--- src/rtl/spiPkg.sv ---
package spiPkg;
  typedef struct packed {
    logic shiftEn;
    logic loadPtr;
    logic writeByte;
    logic setMode;
  } dpStrobeT;

  typedef enum logic [2:0] {
    ST_IDLE,
    ST_ADDR,
    ST_PTR,
    ST_DATA,
    ST_SKIP
  } portStateT;
endpackage

--- src/rtl/spiCtrl.sv ---
module spiCtrl
  import spiPkg::*;
#(
  parameter int SYNC_STAGES = 2,
  parameter int BYTE_W      = 8
) (
  input  logic     sysClk,
  input  logic     sysRstN,
  input  logic     csN,
  input  logic     cclk,
  input  logic     cdin,
  input  logic     addrOk,
  output logic     dinBit,
  output logic     csActive,
  output dpStrobeT strobes
);
  localparam int CNT_W = $clog2(BYTE_W);
  localparam logic [CNT_W-1:0] LAST_BIT = CNT_W'(BYTE_W - 1);

  logic [SYNC_STAGES-1:0] csPipe, clkPipe, dinPipe;
  logic csPrev, clkPrev;
  logic csLow, csFall, clkRise, lastBit, bitTake;
  logic [CNT_W-1:0] bitCnt;
  portStateT state;

  always_ff @(posedge sysClk or negedge sysRstN) begin
    if (!sysRstN) begin
      csPipe  <= '1;
      clkPipe <= '0;
      dinPipe <= '0;
      csPrev  <= 1'b1;
      clkPrev <= 1'b0;
    end else begin
      csPipe  <= {csPipe[SYNC_STAGES-2:0], csN};
      clkPipe <= {clkPipe[SYNC_STAGES-2:0], cclk};
      dinPipe <= {dinPipe[SYNC_STAGES-2:0], cdin};
      csPrev  <= csPipe[SYNC_STAGES-1];
      clkPrev <= clkPipe[SYNC_STAGES-1];
    end
  end

  always_comb begin
    csLow   = !csPipe[SYNC_STAGES-1];
    csFall  = csPrev && csLow;
    clkRise = clkPipe[SYNC_STAGES-1] && !clkPrev;
    lastBit = (bitCnt == LAST_BIT);
    bitTake = clkRise && csLow &&
              (state == ST_ADDR || state == ST_PTR || state == ST_DATA);
    dinBit   = dinPipe[SYNC_STAGES-1];
    csActive = csLow;
    strobes.setMode   = csFall;
    strobes.shiftEn   = bitTake;
    strobes.loadPtr   = bitTake && lastBit && (state == ST_PTR);
    strobes.writeByte = bitTake && lastBit && (state == ST_DATA);
  end

  always_ff @(posedge sysClk or negedge sysRstN) begin
    if (!sysRstN) begin
      state  <= ST_IDLE;
      bitCnt <= '0;
    end else if (!csLow) begin
      state  <= ST_IDLE;
      bitCnt <= '0;
    end else if (state == ST_IDLE) begin
      state  <= ST_ADDR;
      bitCnt <= '0;
    end else if (bitTake) begin
      bitCnt <= bitCnt + 1'b1;
      if (lastBit) begin
        unique case (state)
          ST_ADDR: state <= addrOk ? ST_PTR : ST_SKIP;
          ST_PTR:  state <= ST_DATA;
          default: state <= state;
        endcase
      end
    end
  end
endmodule

--- src/rtl/spiDatapath.sv ---
module spiDatapath
  import spiPkg::*;
#(
  parameter int         PTR_W     = 8,
  parameter int         BYTE_W    = 8,
  parameter logic [6:0] CHIP_ADDR = 7'b0010000
) (
  input  logic              sysClk,
  input  logic              sysRstN,
  input  dpStrobeT          strobes,
  input  logic              dinBit,
  output logic              addrOk,
  output logic              regWrEn,
  output logic [PTR_W-1:0]  regAddr,
  output logic [BYTE_W-1:0] regData,
  output logic              spiMode
);
  localparam logic [BYTE_W-1:0] WRITE_HDR = BYTE_W'({CHIP_ADDR, 1'b0});

  logic [BYTE_W-1:0] shiftReg, nextByte;
  logic [PTR_W-1:0]  ptr;

  always_comb begin
    nextByte = {shiftReg[BYTE_W-2:0], dinBit};
    addrOk   = (nextByte == WRITE_HDR);
  end

  always_ff @(posedge sysClk or negedge sysRstN) begin
    if (!sysRstN) begin
      shiftReg <= '0;
      ptr      <= '0;
      regWrEn  <= 1'b0;
      regAddr  <= '0;
      regData  <= '0;
      spiMode  <= 1'b0;
    end else begin
      regWrEn <= 1'b0;
      if (strobes.setMode) spiMode <= 1'b1;
      if (strobes.shiftEn) shiftReg <= nextByte;
      if (strobes.loadPtr) ptr <= PTR_W'(nextByte);
      if (strobes.writeByte) begin
        regWrEn <= 1'b1;
        regAddr <= ptr;
        regData <= nextByte;
        ptr     <= ptr + 1'b1;
      end
    end
  end
endmodule

--- src/rtl/spiCtrlPort.sv ---
module spiCtrlPort
  import spiPkg::*;
#(
  parameter int         PTR_W       = 8,
  parameter int         SYNC_STAGES = 2,
  parameter logic [6:0] CHIP_ADDR   = 7'b0010000
) (
  input  logic             sysClk,
  input  logic             sysRstN,
  input  logic             csN,
  input  logic             cclk,
  input  logic             cdin,
  output logic             regWrEn,
  output logic [PTR_W-1:0] regAddr,
  output logic [7:0]       regData,
  output logic             spiMode
);
  dpStrobeT strobes;
  logic addrOk, dinBit, csActive;

  spiCtrl #(.SYNC_STAGES(SYNC_STAGES), .BYTE_W(8)) i_ctrl (
    .sysClk(sysClk), .sysRstN(sysRstN), .csN(csN), .cclk(cclk), .cdin(cdin),
    .addrOk(addrOk), .dinBit(dinBit), .csActive(csActive), .strobes(strobes)
  );

  spiDatapath #(.PTR_W(PTR_W), .BYTE_W(8), .CHIP_ADDR(CHIP_ADDR)) i_dp (
    .sysClk(sysClk), .sysRstN(sysRstN), .strobes(strobes), .dinBit(dinBit),
    .addrOk(addrOk), .regWrEn(regWrEn), .regAddr(regAddr), .regData(regData),
    .spiMode(spiMode)
  );
endmodule

--- config.mk ---
export PLATFORM = sky130hd
export DESIGN_NAME = spiCtrlPort
export DESIGN_NICKNAME = d
export VERILOG_FILES = /design/src/rtl/spiPkg.sv /design/src/rtl/spiCtrl.sv /design/src/rtl/spiDatapath.sv /design/src/rtl/spiCtrlPort.sv
export SDC_FILE = /design/constraint.sdc
export NUM_CORES = 1
export LEC_CHECK = 0
export BUFFER_PORTS_ARGS = -buffer_cell sky130_fd_sc_hd__buf_4
export CORE_MARGIN = 2
export CORE_UTILIZATION = 61
export CTS_CLUSTER_SIZE = 20
export DETAILED_ROUTE_END_ITERATION = 10
export PLACE_DENSITY = 0.83
export SLEW_MARGIN = 10
export SYNTH_ARGS = -nofsm -noshare
export SYNTH_HDL_FRONTEND = slang
export SYNTH_SLANG_ARGS = --single-unit
--- constraint.sdc ---
create_clock -name sysClk -period 4 [get_ports sysClk]
set_clock_uncertainty 0.1 [all_clocks]
set_input_delay 0.8 -clock sysClk [delete_from_list [all_inputs] [get_ports sysClk]]
set_output_delay 0.8 -clock sysClk [all_outputs]
set_load 0.01 [all_outputs]
==> run metrics <==
status=finished, final reports clean; r2r setup slk=1.67 ns; H-tree depth=2; number of max-cap violations=0; switching share of total power=0.239; Pins Over Slew Limit=0; power per cell area=365 nW/um^2; Worst VDD drop=0.308 mV; post-synth top area cell=dfrtp_1; Synth Area in Compound Gates=0.0832; post-synthesis adder-cell area fraction=0.0188; post-synthesis simple-gate area fraction=0.124; Reg power frac=0.647; Starting DRT DRC Count=46; Die W=61.3 um; top fanout value on the critical path=11; Post-CTS Setup Bufs=0; antenna violations before repair=0; Cell Area, Placed=2190 sq um; Worst Slack Setup Final=1.67 ns; final instance area=2260 sq um; Worst Hold Slack=0.264 ns; Switch Pwr=0.000198 W; largest family of logic cells by synthesized area=multiplexers; placed wire-length estimate=2.43 mm; global routing's busiest layer=met2; post-synth cell types=36; Netlist Area Pre-Place=2000 sq um; routed vias/inst=5.83; RSZ-0062 raised after global routing=false; Combinational Power Share=0.058; post-synth net total=160; DIE AREA=3750 sq um; Synth Instances=152; Largest stage delay, worst path=0.64 ns; leakage=1.16 nW; Core Area=3080 sq um; grt met2 use=0.348; Reg2Reg Depth=3; vias in the first global route=1254; pre-CTS setup slack=1.69 ns; critical path's slowest cell=nor2_1; register area share after synthesis=0.590; M1 GR Usage=0.268; share of layout cells above drive strength 1=0.348; RD Place Congestion=0.822; Clock power frac=0.295; endpoints failing setup=0; internal power=0.000629 W; DR WL/cell=15.5 um; CTS tree=yes; Primary FF master, synth=dfrtp_1; largest net degree at the start of global routing=48; crit-path cells=or4b_4 > nor2_1 > mux2_2; Post-synth EDFFs=0; # clock sinks=47; top cells by area, synth=dfrtp_1 55%, mux2_2 8.4%, mux2_4 6.8%, dfstp_2 3.9%, nor2_1 2.6%; xor/xnor share of the synthesized area=0; critical path endpoint category=flip-flop; initial core utilization=0.650; Clock Tree Buf Depth=2; hold path cells=0; Syn. warnings=0; mux cell area share after synthesis=0.162; Ant. Diodes=0; via count of the routed design=1294; DRT Pass-1 Iters=4; synth-to-layout area growth=13.2%; Die Height=61.3 um; IO Port Bufs=22; final setup TNS=0 ns; period utilization=0.583; HP Class=reg -> reg; worst-margin pin slew=0.785 ns; Slew HR=0.475; Final ANT Viol Nets=0; Avg Cell Area, Syn=13.2 sq um; final net count=185; root buffer cell=clkbuf_4; GRT overflow=0; routed wire length=3.45 mm; CP Data Required Time=4.17 ns; crit path kind=reg -> reg; DRC=0; # rows=20; Worst Path Arrival=2.50 ns; FMAX=429 MHz; GRT Resource Usage Total=0.214; CP Launch Type=flip-flop; area share of the largest cell type after synthesis=0.551; met3 usage=0.0504; Async S/R FF share, synth=1.00; io pins=23; Clock Latency Late Sink=0.37 ns; #FFs+latches synth=47; CTS clk-pin slew, worst paths=0.12 ns; shortest period the worst path allows=2.33 ns; CTS buffer count=5; first-pass GRT wire length=5.68 mm; Hold-fix buffers, CTS=0; Hold Fails Final Rpt=0; # resized after CTS=0
[sequential cells by signal (all words and copies together) (netlist names)]
| signal | count |
|---|---|
| i_ctrl.bitCnt | 3 |
| i_ctrl.clkPrev | 1 |
| i_ctrl.csPipe | 2 |
| i_dp.spiMode | 1 |
| i_dp.ptr | 8 |
| i_ctrl.state | 3 |
| i_ctrl.clkPipe | 2 |
| i_ctrl.csPrev | 1 |
| i_dp.regWrEn | 1 |
| i_ctrl.dinPipe | 2 |
| i_dp.regAddr | 8 |
| i_dp.shiftReg | 7 |
| i_dp.regData | 8 |
[layer usage]
metal / vias up / share of wire
met3: 9 / 0.048
met5: - / 0
met2: 36 / 0.51
met1: 647 / 0.43
li1: 602 / -
met4: 0 / 0.016
[power groups by stage]
stage / Combinational [W] / Sequential [W] / Clock (W)
6_report: 0.0000483 / 0.000535 / 0.000244
5_1_grt: 0.0000543 / 0.000539 / 0.000272
3_5_place_dp: 0.0000489 / 0.000544 / 0
2_1_floorplan: 0.0000328 / 0.000529 / 0
3_3_place_gp: 0.0000448 / 0.000541 / 0
4_1_cts: 0.0000496 / 0.000534 / 0.000251
[worst paths after layout]
path / startpoint / to
min in group asynchronous: sysRstN / i_dp.ptr[0]
worst min-delay path: i_ctrl.csPipe[0] / i_ctrl.csPipe[1]
worst min register to register: i_ctrl.csPipe[0] / i_ctrl.csPipe[1]
worst max register to register: i_ctrl.state[2] / i_dp.shiftReg[1]
worst max-delay path: i_ctrl.state[2] / i_dp.shiftReg[1]
max in group asynchronous: sysRstN / i_ctrl.csPipe[1]
[critical path, delay by kind of cell (launching register included)]
kind | cells | cell delay (ns)
flops | 1 | 0.46
mux | 1 | 0.42
simple gates | 2 | 1.26
[metrics by stage]
step	power (W)	util	std cells
after floorplan	0.000562	-	152
after global placement	0.000586	0.713	214
after detailed placement	0.000592	0.713	214
after global routing	0.000865	0.735	222
final	0.000827	0.735	222
after CTS	0.000835	0.735	222
[area by class of cell]
cell class	instances	area [sq um]
multi-input combinational	96	776
clock buffer	8	68.8
tap	44	55.1
timing repair buffer	22	165
inverter	5	18.8
sequential	47	1180
fill	219	815
[logic make-up (layout without fill, tap and decap cells)]
family / after synthesis / after routing
flops: 47 / 47
simple gates: 42 / 42
mux: 26 / 26
compound gates: 25 / 25
buf+inv: 9 / 35
fa+ha+maj: 3 / 3
[Yosys cell counts (3+ instances only)]
cell	n
o22ai_1	4
ha_1	3
mux2_2	15
a21oi_1	7
inv_1	5
a31oi_1	4
nand3_1	3
dfrtp_1	44
nand2_1	4
dfstp_2	3
and3_1	3
mux2_4	9
nor3_1	4
nor2_1	14
[layout by cell type (no fill, tap or decap)]
master,n
dfrtp_1,44
buf_4,22
mux2_2,15
nor2_1,14
mux2_4,9
a21oi_1,7
inv_1,5
clkbuf_4,5
nand2_1,4
a31oi_1,4
o22ai_1,4
nor3_1,4
and3_1,3
nand3_1,3
ha_1,3
dfstp_2,3
nor4b_1,2
a22o_1,2
nand2b_1,2
and4_1,2
mux2i_1,2
o21ai_0,2
o221a_2,2
clkbuf_8,2
or4b_4,1
nor2_8,1
nand2_4,1
nor4_1,1
nor3b_1,1
o21a_1,1
nand3b_1,1
a211oi_1,1
a31o_2,1
and2_1,1
nand4_1,1
a21o_1,1
clkbuf_1,1
Power figures use the tool's default switching activity.
